==> src/rtl/prs_pkg.sv <==
package prs_pkg;

    typedef enum logic [1:0] {
        SEQ_IDLE  = 2'd0,
        SEQ_ARMED = 2'd1,
        SEQ_INV   = 2'd2,
        SEQ_CONF  = 2'd3
    } seq_state_e;

endpackage

==> src/rtl/prs_decode.sv <==
module prs_decode #(
    parameter int ADDR_W = 4,
    parameter logic [ADDR_W-1:0] CMD_ADDR  = 0,
    parameter logic [ADDR_W-1:0] PROT_ADDR = 1,
    parameter logic [ADDR_W-1:0] STAT_ADDR = 2
) (
    input  logic              we,
    input  logic [ADDR_W-1:0] addr,
    output logic              cmd_hit,
    output logic              prot_hit,
    output logic              stat_hit
);
    always_comb begin
        cmd_hit  = we && (addr == CMD_ADDR);
        prot_hit = we && (addr == PROT_ADDR);
        stat_hit = we && (addr == STAT_ADDR);
    end
endmodule

==> src/rtl/prs_fsm.sv <==
module prs_fsm
    import prs_pkg::*;
#(
    parameter int DATA_W = 8,
    parameter logic [DATA_W-1:0] KEY = 8'hA5
) (
    input  logic              clk,
    input  logic              rst_n,
    input  logic              we,
    input  logic              cmd_hit,
    input  logic              prot_hit,
    input  logic [DATA_W-1:0] wdata,
    output logic              commit,
    output logic              abort,
    output logic [DATA_W-1:0] commit_val
);
    typedef struct packed {
        seq_state_e        state;
        logic [DATA_W-1:0] cand;
    } fsm_t;

    fsm_t fsm_d, fsm_q;

    always_comb begin
        fsm_d  = fsm_q;
        commit = 1'b0;
        abort  = 1'b0;
        if (we) begin
            unique case (fsm_q.state)
                SEQ_IDLE: begin
                    if (cmd_hit && (wdata == KEY)) fsm_d.state = SEQ_ARMED;
                end
                SEQ_ARMED: begin
                    if (prot_hit) begin
                        fsm_d.cand  = wdata;
                        fsm_d.state = SEQ_INV;
                    end else begin
                        abort       = 1'b1;
                        fsm_d.state = SEQ_IDLE;
                    end
                end
                SEQ_INV: begin
                    if (prot_hit && (wdata == ~fsm_q.cand)) begin
                        fsm_d.state = SEQ_CONF;
                    end else begin
                        abort       = 1'b1;
                        fsm_d.state = SEQ_IDLE;
                    end
                end
                SEQ_CONF: begin
                    if (prot_hit && (wdata == fsm_q.cand)) commit = 1'b1;
                    else abort = 1'b1;
                    fsm_d.state = SEQ_IDLE;
                end
                default: fsm_d.state = SEQ_IDLE;
            endcase
        end
        commit_val = fsm_q.cand;
    end

    always_ff @(posedge clk or negedge rst_n) begin
        if (!rst_n) begin
            fsm_q.state <= SEQ_IDLE;
            fsm_q.cand  <= '0;
        end else begin
            fsm_q <= fsm_d;
        end
    end
endmodule

==> src/rtl/prs_errflag.sv <==
module prs_errflag (
    input  logic clk,
    input  logic rst_n,
    input  logic set_i,
    input  logic stat_hit,
    input  logic wbit0,
    output logic flag
);
    logic flag_d, flag_q;

    always_comb begin
        flag_d = flag_q;
        if (set_i)                  flag_d = 1'b1;
        else if (stat_hit && !wbit0) flag_d = 1'b0;
    end

    always_ff @(posedge clk or negedge rst_n) begin
        if (!rst_n) flag_q <= 1'b0;
        else        flag_q <= flag_d;
    end

    assign flag = flag_q;
endmodule

==> src/rtl/prot_reg_seq.sv <==
module prot_reg_seq #(
    parameter int ADDR_W = 4,
    parameter int DATA_W = 8,
    parameter logic [ADDR_W-1:0] CMD_ADDR  = 0,
    parameter logic [ADDR_W-1:0] PROT_ADDR = 1,
    parameter logic [ADDR_W-1:0] STAT_ADDR = 2,
    parameter logic [DATA_W-1:0] KEY       = 8'hA5,
    parameter logic [DATA_W-1:0] RESET_VAL = 8'h00
) (
    input  logic              clk,
    input  logic              rst_n,
    input  logic              bus_we,
    input  logic [ADDR_W-1:0] bus_addr,
    input  logic [DATA_W-1:0] bus_wdata,
    output logic [DATA_W-1:0] prot_value,
    output logic              seq_err
);
    logic              cmd_hit, prot_hit, stat_hit;
    logic              commit, abort;
    logic [DATA_W-1:0] commit_val;
    logic [DATA_W-1:0] prot_d, prot_q;

    prs_decode #(
        .ADDR_W(ADDR_W), .CMD_ADDR(CMD_ADDR),
        .PROT_ADDR(PROT_ADDR), .STAT_ADDR(STAT_ADDR)
    ) u_dec (
        .we(bus_we), .addr(bus_addr),
        .cmd_hit(cmd_hit), .prot_hit(prot_hit), .stat_hit(stat_hit)
    );

    prs_fsm #(.DATA_W(DATA_W), .KEY(KEY)) u_fsm (
        .clk(clk), .rst_n(rst_n), .we(bus_we),
        .cmd_hit(cmd_hit), .prot_hit(prot_hit), .wdata(bus_wdata),
        .commit(commit), .abort(abort), .commit_val(commit_val)
    );

    prs_errflag u_err (
        .clk(clk), .rst_n(rst_n), .set_i(abort),
        .stat_hit(stat_hit), .wbit0(bus_wdata[0]), .flag(seq_err)
    );

    always_comb begin
        prot_d = prot_q;
        if (commit) prot_d = commit_val;
    end

    always_ff @(posedge clk or negedge rst_n) begin
        if (!rst_n) prot_q <= RESET_VAL;
        else        prot_q <= prot_d;
    end

    assign prot_value = prot_q;
endmodule

==> config.mk <==
export PLATFORM = sky130hd
export DESIGN_NAME = prot_reg_seq
export DESIGN_NICKNAME = d
export VERILOG_FILES = /design/src/rtl/prs_pkg.sv /design/src/rtl/prs_decode.sv /design/src/rtl/prs_fsm.sv /design/src/rtl/prs_errflag.sv /design/src/rtl/prot_reg_seq.sv
export SDC_FILE = /design/constraint.sdc
export NUM_CORES = 1
export LEC_CHECK = 0
export BUFFER_PORTS_ARGS = -buffer_cell sky130_fd_sc_hd__clkbuf_2
export CORE_MARGIN = 1.5
export CORE_UTILIZATION = 45
export CTS_CLUSTER_SIZE = 24
export DETAILED_ROUTE_END_ITERATION = 10
export GPL_TIMING_DRIVEN = 0
export PLACE_DENSITY = 0.73
export SLEW_MARGIN = 25
export SYNTH_ARGS = -nofsm -noshare
export SYNTH_HDL_FRONTEND = slang
export SYNTH_SLANG_ARGS = --single-unit
export TNS_END_PERCENT = 50
==> constraint.sdc <==
create_clock -name clk -period 1.7 [get_ports clk]
set_input_delay 0.34 -clock clk [delete_from_list [all_inputs] [get_ports clk]]
set_output_delay 0.34 -clock clk [all_outputs]
set_load 0.005 [all_outputs]
== Word level (Yosys, flattened, before mapping) ==
Cells that the tools add are included.
Operators by class
  equal/unequal tests: 9
  multiplexer cells: 14
  bitwise operators: 1
  reduce and logical (&&, ||, !) cells: 13
Operators by type and width (number)
  $eq A8 B8 Y1: 2
  $mux W1: 9
  $eq A8 B8 Y1 const B: 1
  $not A8 Y8: 1
  $pmux W2 S4: 1
  $logic_and A1 B1 Y1: 7
  $mux W2: 3
  $eq A2 B2 Y1 const B: 2
  $eq A4 B1 Y1 const B: 1
  $eq A4 B2 Y1 const B: 1
  $logic_not A4 Y1: 1
  $pmux W1 S3: 1
  $reduce_and A3 Y1: 1
  $eq A2 B1 Y1 const B: 1
  $logic_not A2 Y1: 1
  $ne A2 B1 Y1 const B: 1
  $reduce_and A2 Y1: 1
  $reduce_bool A2 Y1: 1
  $logic_not A1 Y1: 1
Storage, ports and cells
  flip-flop bits (word level): 19
  input bits: 15
  output and inout bits: 9
  logic and storage cells: 41

== Longest topological paths before layout ==
  depth in word-level cells: 7
  mapped depth: 5
  mapped depth without buffers: 4

== Modules after synthesis ==
A second synthesis with hierarchy kept.
Unflattened totals
  cells, all modules: 82
  area total of the unflattened synthesis: 1047.3 um^2
By module, submodules not included
  prs_fsm: times used 1, cells an instance 58, area each 638.1 um^2, sequential area each 250.2 um^2
  prot_reg_seq: times used 1, cells an instance 17, area each 331.6 um^2, sequential area each 200.2 um^2
  prs_decode: times used 1, cells an instance 4, area each 38.8 um^2, sequential area each 0.0 um^2
  prs_errflag: times used 1, cells an instance 3, area each 38.8 um^2, sequential area each 25.0 um^2

== Least setup slack after synthesis ==
OpenSTA, ideal clock, no wires.
  kind: register to register
  start: register u_fsm.fsm_q (netlist bit u_fsm.commit_val[7])
  end: register prot_q[0] (netlist: prot_value[0])
  arrival time: 1458 ps
  path slack: 118 ps
  cell stages (with the launch flop): 5
  buffers on the path: 0
  clock period less this slack: 1582 ps
  cell sequence: dfrtp_1 > xnor2_1 > nand4_1 > nor3_4 > mux2_2
Between the ends
  cells in the longest elaborated chain, start to end: 5
RTL lines
  from (decl): RTL line prs_fsm.sv:22  | fsm_t fsm_d, fsm_q;
  from (signal assigned): RTL line prs_fsm.sv:66  | fsm_q <= fsm_d;
  $eq A8 B8 Y1: RTL line prs_fsm.sv:51  | if (prot_hit && (wdata == fsm_q.cand)) commit = 1'b1;
  $logic_and A1 B1 Y1: RTL line prs_fsm.sv:51
  $mux W1: RTL line prs_fsm.sv:51
  $mux W1: RTL line prs_fsm.sv:29  | unique case (fsm_q.state)
  $mux W1: RTL line prs_fsm.sv:28  | if (we) begin
  to (signal assigned): RTL line prot_reg_seq.sv:49  | else prot_q <= prot_d;
  to (decl): RTL line prot_reg_seq.sv:21  | logic [DATA_W-1:0] prot_d, prot_q;
Every way passes these cells.
A chain may end at the register's enable or synchronous reset.

== Worst setup path after layout ==
  start: register u_fsm.fsm_q (netlist bit u_fsm.commit_val[0])
  end: register prot_q[2] (netlist: prot_value[2])
Same word-level chain as after synthesis.

==> results by stage <==
Synthesis:
- The number of flip-flops and latches in the synthesized netlist is 19.
- In the post-synthesis netlist, the biggest area contributors are sky130_fd_sc_hd__dfrtp_1, sky130_fd_sc_hd__mux2_2, sky130_fd_sc_hd__xnor2_1.
- In the synthesized netlist, the cells that appear most often are sky130_fd_sc_hd__dfrtp_1, sky130_fd_sc_hd__mux2_2, sky130_fd_sc_hd__xnor2_1.
- Counting flops with a built-in enable in the synthesized netlist gives 0.
- The average size of a mapped cell is 12.66 µm².
- The most frequently used flop master after synthesis is sky130_fd_sc_hd__dfrtp_1.
- The number of distinct library cell variants in the gate-level netlist after synthesis is 26.
- After synthesis the cells add up to 949.7 µm².
- The Yosys step of the flow raised 0 warnings.
- The fraction of synthesized cell area taken by the top area cell type is 0.5007.
- The gate count of the mapped netlist is 75.
- The post-synth net total is 90.
- The share of the Yosys chip area taken by registers is 0.5007.
- The cell taking the most area after synthesis is sky130_fd_sc_hd__dfrtp_1.
- The async set or reset register ratio after synthesis is 1.000.
- The most frequent cell after synthesis is sky130_fd_sc_hd__dfrtp_1.

Floorplan:
- The initial utilization of the core area, before any placement, comes to 0.4792.
- During I/O placement, the number of pins put on the boundary was 24.
- The area of the core is 1982 µm².
- The placement row count is 16.
- The horizontal die dimension is 48.94 µm.
- The height of the die is 48.94 µm.
- The die outline area is 2395 µm².

Pwr:
- The share of total power dissipated in combinational logic is 0.290.
- Of the total power, registers draw 0.526.
- Cell internal power was estimated by the tool at 0.0008405 W.
- Total power for the finished layout comes to 0.001216 W.
- Of the total power, the share spent switching nets is 0.3087.
- In this run the power density over the cells is 988.5 nW/µm².
- Of the total power, the clock network draws 0.184.
- The worst voltage drop across the vdd grid is 583.5 µV.
- Summed over all nets, the switching power comes to 0.0003753 W.
- The analysis attributes to cell leakage a power of 0.6004 nW.

Critical path:
- The slowest stage of the critical path belongs to the cell sky130_fd_sc_hd__dfrtp_1.
- The worst flop-to-flop path endpoint is prot_value[2].
- On the worst path, the slowest cell contributes a delay of 0.43 ns.
- Counting cells, the worst reg-to-reg path comes to 5.
- The required time at the worst-slack endpoint is 1.89 ns.
- The worst flop-to-flop path startpoint is u_fsm.commit_val[0].
- The worst setup path is captured at a register.
- The critical path is of the reg2reg type.
- Traced cell by cell, the critical path runs through xnor2_2 > nand4_1 > nor3_4 > buf_4 > mux2_2.
- For the worst setup path, the data arrival time is 1.85 ns.
- The critical-path maximum fanout is 3.
- Setup slack on the worst reg-to-reg path comes out at 0.05 ns.
- The worst setup path is launched from a register.

GRT:
- For this run the aggregate overflow at the end of global routing stands at 0.
- The via count of the first global-routing pass is 802.
- The first global-routing pass estimated 3360 µm of wire.
- The number of antenna violations at the first check in global routing is 0.
- For this run, the total global-route usage over all layers was measured as 0.1837.
- Entering global routing, the biggest net connects 20 pins.

Timing:
- The clock period could shrink to 1.654 ns.
- For the pin with the worst max-slew slack, the measured transition is 0.4867 ns.
- Static timing analysis puts the maximum clock frequency at 604.5 MHz.
- The max-slew violation total from the final report is 0.
- Setup repair after global routing could not meet its margin everywhere.
- The hold violation count in the final report came to 0.
- The headroom to the max-slew limit is 0.6726.
- Setup violations remaining at the end of the flow were counted as 0.
- The clock arrives with 0.001800 ns of skew.
- Dividing the final minimum period by the clock period gives 0.9731.

Route:
- The post-route DRC violation count is 0.
- Across all layers, the routed design uses 745 vias.
- Dividing the detail-routed via count by the number of cells gives 5.560.
- The final wirelength is 1969 µm.
- The wire length per cell is 14.69 µm.
- After the first detailed-routing iteration, the DRC count stood at 6.
- The first detailed-routing pass ran for 4 iterations.
- Once detail routing completed, the nets flagged for antenna violations numbered 0.

CTS:
- The clock passes through at most 2 buffers.
- In this run, CTS created clock tree buffers numbering 3.
- Clock tree synthesis found a total of 19 sinks.
- The cell sitting at the root of the clock tree is a sky130_fd_sc_hd__clkbuf_4.
- The worst-skew pair later-pin latency is 0.29 ns.
- After clock tree synthesis, the clock-pin slew on the worst setup and hold paths is 0.10 ns.
- CTS built an H-tree with a depth of 1.
- The CTS tree is done.

Placement:
- The congestion estimate from routability-driven global placement came to 0.8272.
- The count of input and output buffers is 23.
- Summing all placed instances gives a cell area of 1099 µm².
- The detailed-placement wirelength estimate is 1405 µm.

Worst hold path:
- The worst hold path cell count is 2.
- The sink of the worst hold path is u_fsm.commit_val[4].
- The class of the most critical hold timing path is in2reg.
- The worst hold path begins at bus_wdata[4].

Cells and area:
- Compared with the post-synthesis result, the final layout area differs by 29.51%.
- The summed area of non-filler cells in the final layout is 1230 µm².
- The net count of the finished layout is 123.
- Of the cells placed in the final design, the portion with a size suffix greater than 1 is 0.5421.
- The total inserted antenna cells is 0.

Status:
- The flow ran to the end, and the final reports show no timing, DRC or antenna violations.

Job:
- Across the run, the number of max-cap violations was 0.
[state kept, by name (all words and copies together) (netlist names)]
name / count
u_fsm.commit_val: 8
u_err.flag: 1
prot_value: 8
u_fsm.fsm_q: 2
[metrics by stage]
step,TNS (ns),hold WS [ns],instances,util,setup WS (ns)
after floorplan,0,0.04441,75,-,0.1176
after global placement,-1.278,0.3106,125,0.5543,-0.1616
after detailed placement,-1.327,0.3152,125,0.5543,-0.1729
after CTS,0,0.3050,132,0.5802,0.007004
after global routing,-0.1382,0.3368,134,0.6206,-0.03636
final,0,0.3375,134,0.6206,0.04567
[worst max-delay path: cells and delay by family, from the launching register on]
| kind | cells | cell delay, ns |
|---|---|---|
| XOR/XNOR | 1 | 0.19 |
| AND/OR/NAND/NOR | 2 | 0.43 |
| flip-flops | 1 | 0.43 |
| multiplexers | 1 | 0.33 |
| buffers and inverters | 1 | 0.17 |
[cell type report]
type                            count  area (µm²)
Timing Repair Buffer               28       158.9
Buffer                              1       5.005
Clock buffer                        4       26.28
Multi-Input combinational cell     55       529.3
Sequential cell                    19       476.7
Fill cell                         158       752.0
Tap cell                           27       33.78
[worst max path at each step]
stage	from	slack [ns]	endpoint
CTS	u_fsm.commit_val[6]	0.007	prot_value[6]
finish	u_fsm.commit_val[0]	0.05	prot_value[2]
global placement	bus_wdata[0]	-0.16	prot_value[7]
global route	u_fsm.commit_val[0]	-0.04	prot_value[2]
floorplan	u_fsm.commit_val[7]	0.12	prot_value[0]
detailed placement	bus_wdata[3]	-0.17	prot_value[6]
[per-layer routing]
metal  track usage  up-vias  wire length (µm)
met5             0        -                 0
met4        0.1143        0                52
met3       0.02147        7                66
met2        0.3105       20               967
met1        0.2233      368               884
li1              -      350                 -
[what timing repair did]
| action | 4_1_cts | 5_1_grt |
|---|---|---|
| resized for setup | 0 | 10 |
| buffers inserted | 2 | 2 |
| cloned | 0 | 0 |
| endpoints found under the setup margin | 8 | 11 |
| hold buffers | 1 | 0 |
| pin swaps | 1 | 4 |
| endpoints found under the hold margin | 19 | 0 |
[cell usage in the layout (no fill, tap or decap), drive strengths merged]
cell	count
and2b	1
nand3b	1
clkbuf	27
nor4bb	1
and3	1
nor2b	1
nor4	2
nand3	1
a311o	1
nand2	2
and2	1
o21ai	1
nand4	4
o2111ai	1
buf	5
nor3	1
nor4b	1
nor3b	2
xnor2	8
and4b	1
mux2	16
a2bb2oi	1
nor2	2
dlygate4sd3	1
dfrtp	19
a21oi	2
a31oi	1
nand4b	2
[power groups by stage]
| stage | combinational [W] | sequential, W | clock, W |
|---|---|---|---|
| 4_1_cts | 0.000286 | 0.000616 | 0.000236 |
| 2_1_floorplan | 0.000215 | 0.000604 | 0 |
| 5_1_grt | 0.000384 | 0.000655 | 0.000253 |
| 3_3_place_gp | 0.000274 | 0.000620 | 0 |
| 3_5_place_dp | 0.000283 | 0.000625 | 0 |
| 6_report | 0.000352 | 0.000640 | 0.000224 |
[cell families (layout without fill, tap and decap cells)]
| family | Yosys count | count (layout) | share of synthesized area |
|---|---|---|---|
| AO/OA/AOI/OAI | 7 | 7 | 0.05139 |
| XOR/XNOR | 8 | 8 | 0.07378 |
| buffers and inverters | 1 | 33 | 0.005265 |
| flip-flops | 19 | 19 | 0.5007 |
| multiplexers | 16 | 16 | 0.1897 |
| AND/OR/NAND/NOR | 24 | 24 | 0.1792 |
Power figures use the tool's default switching activity.
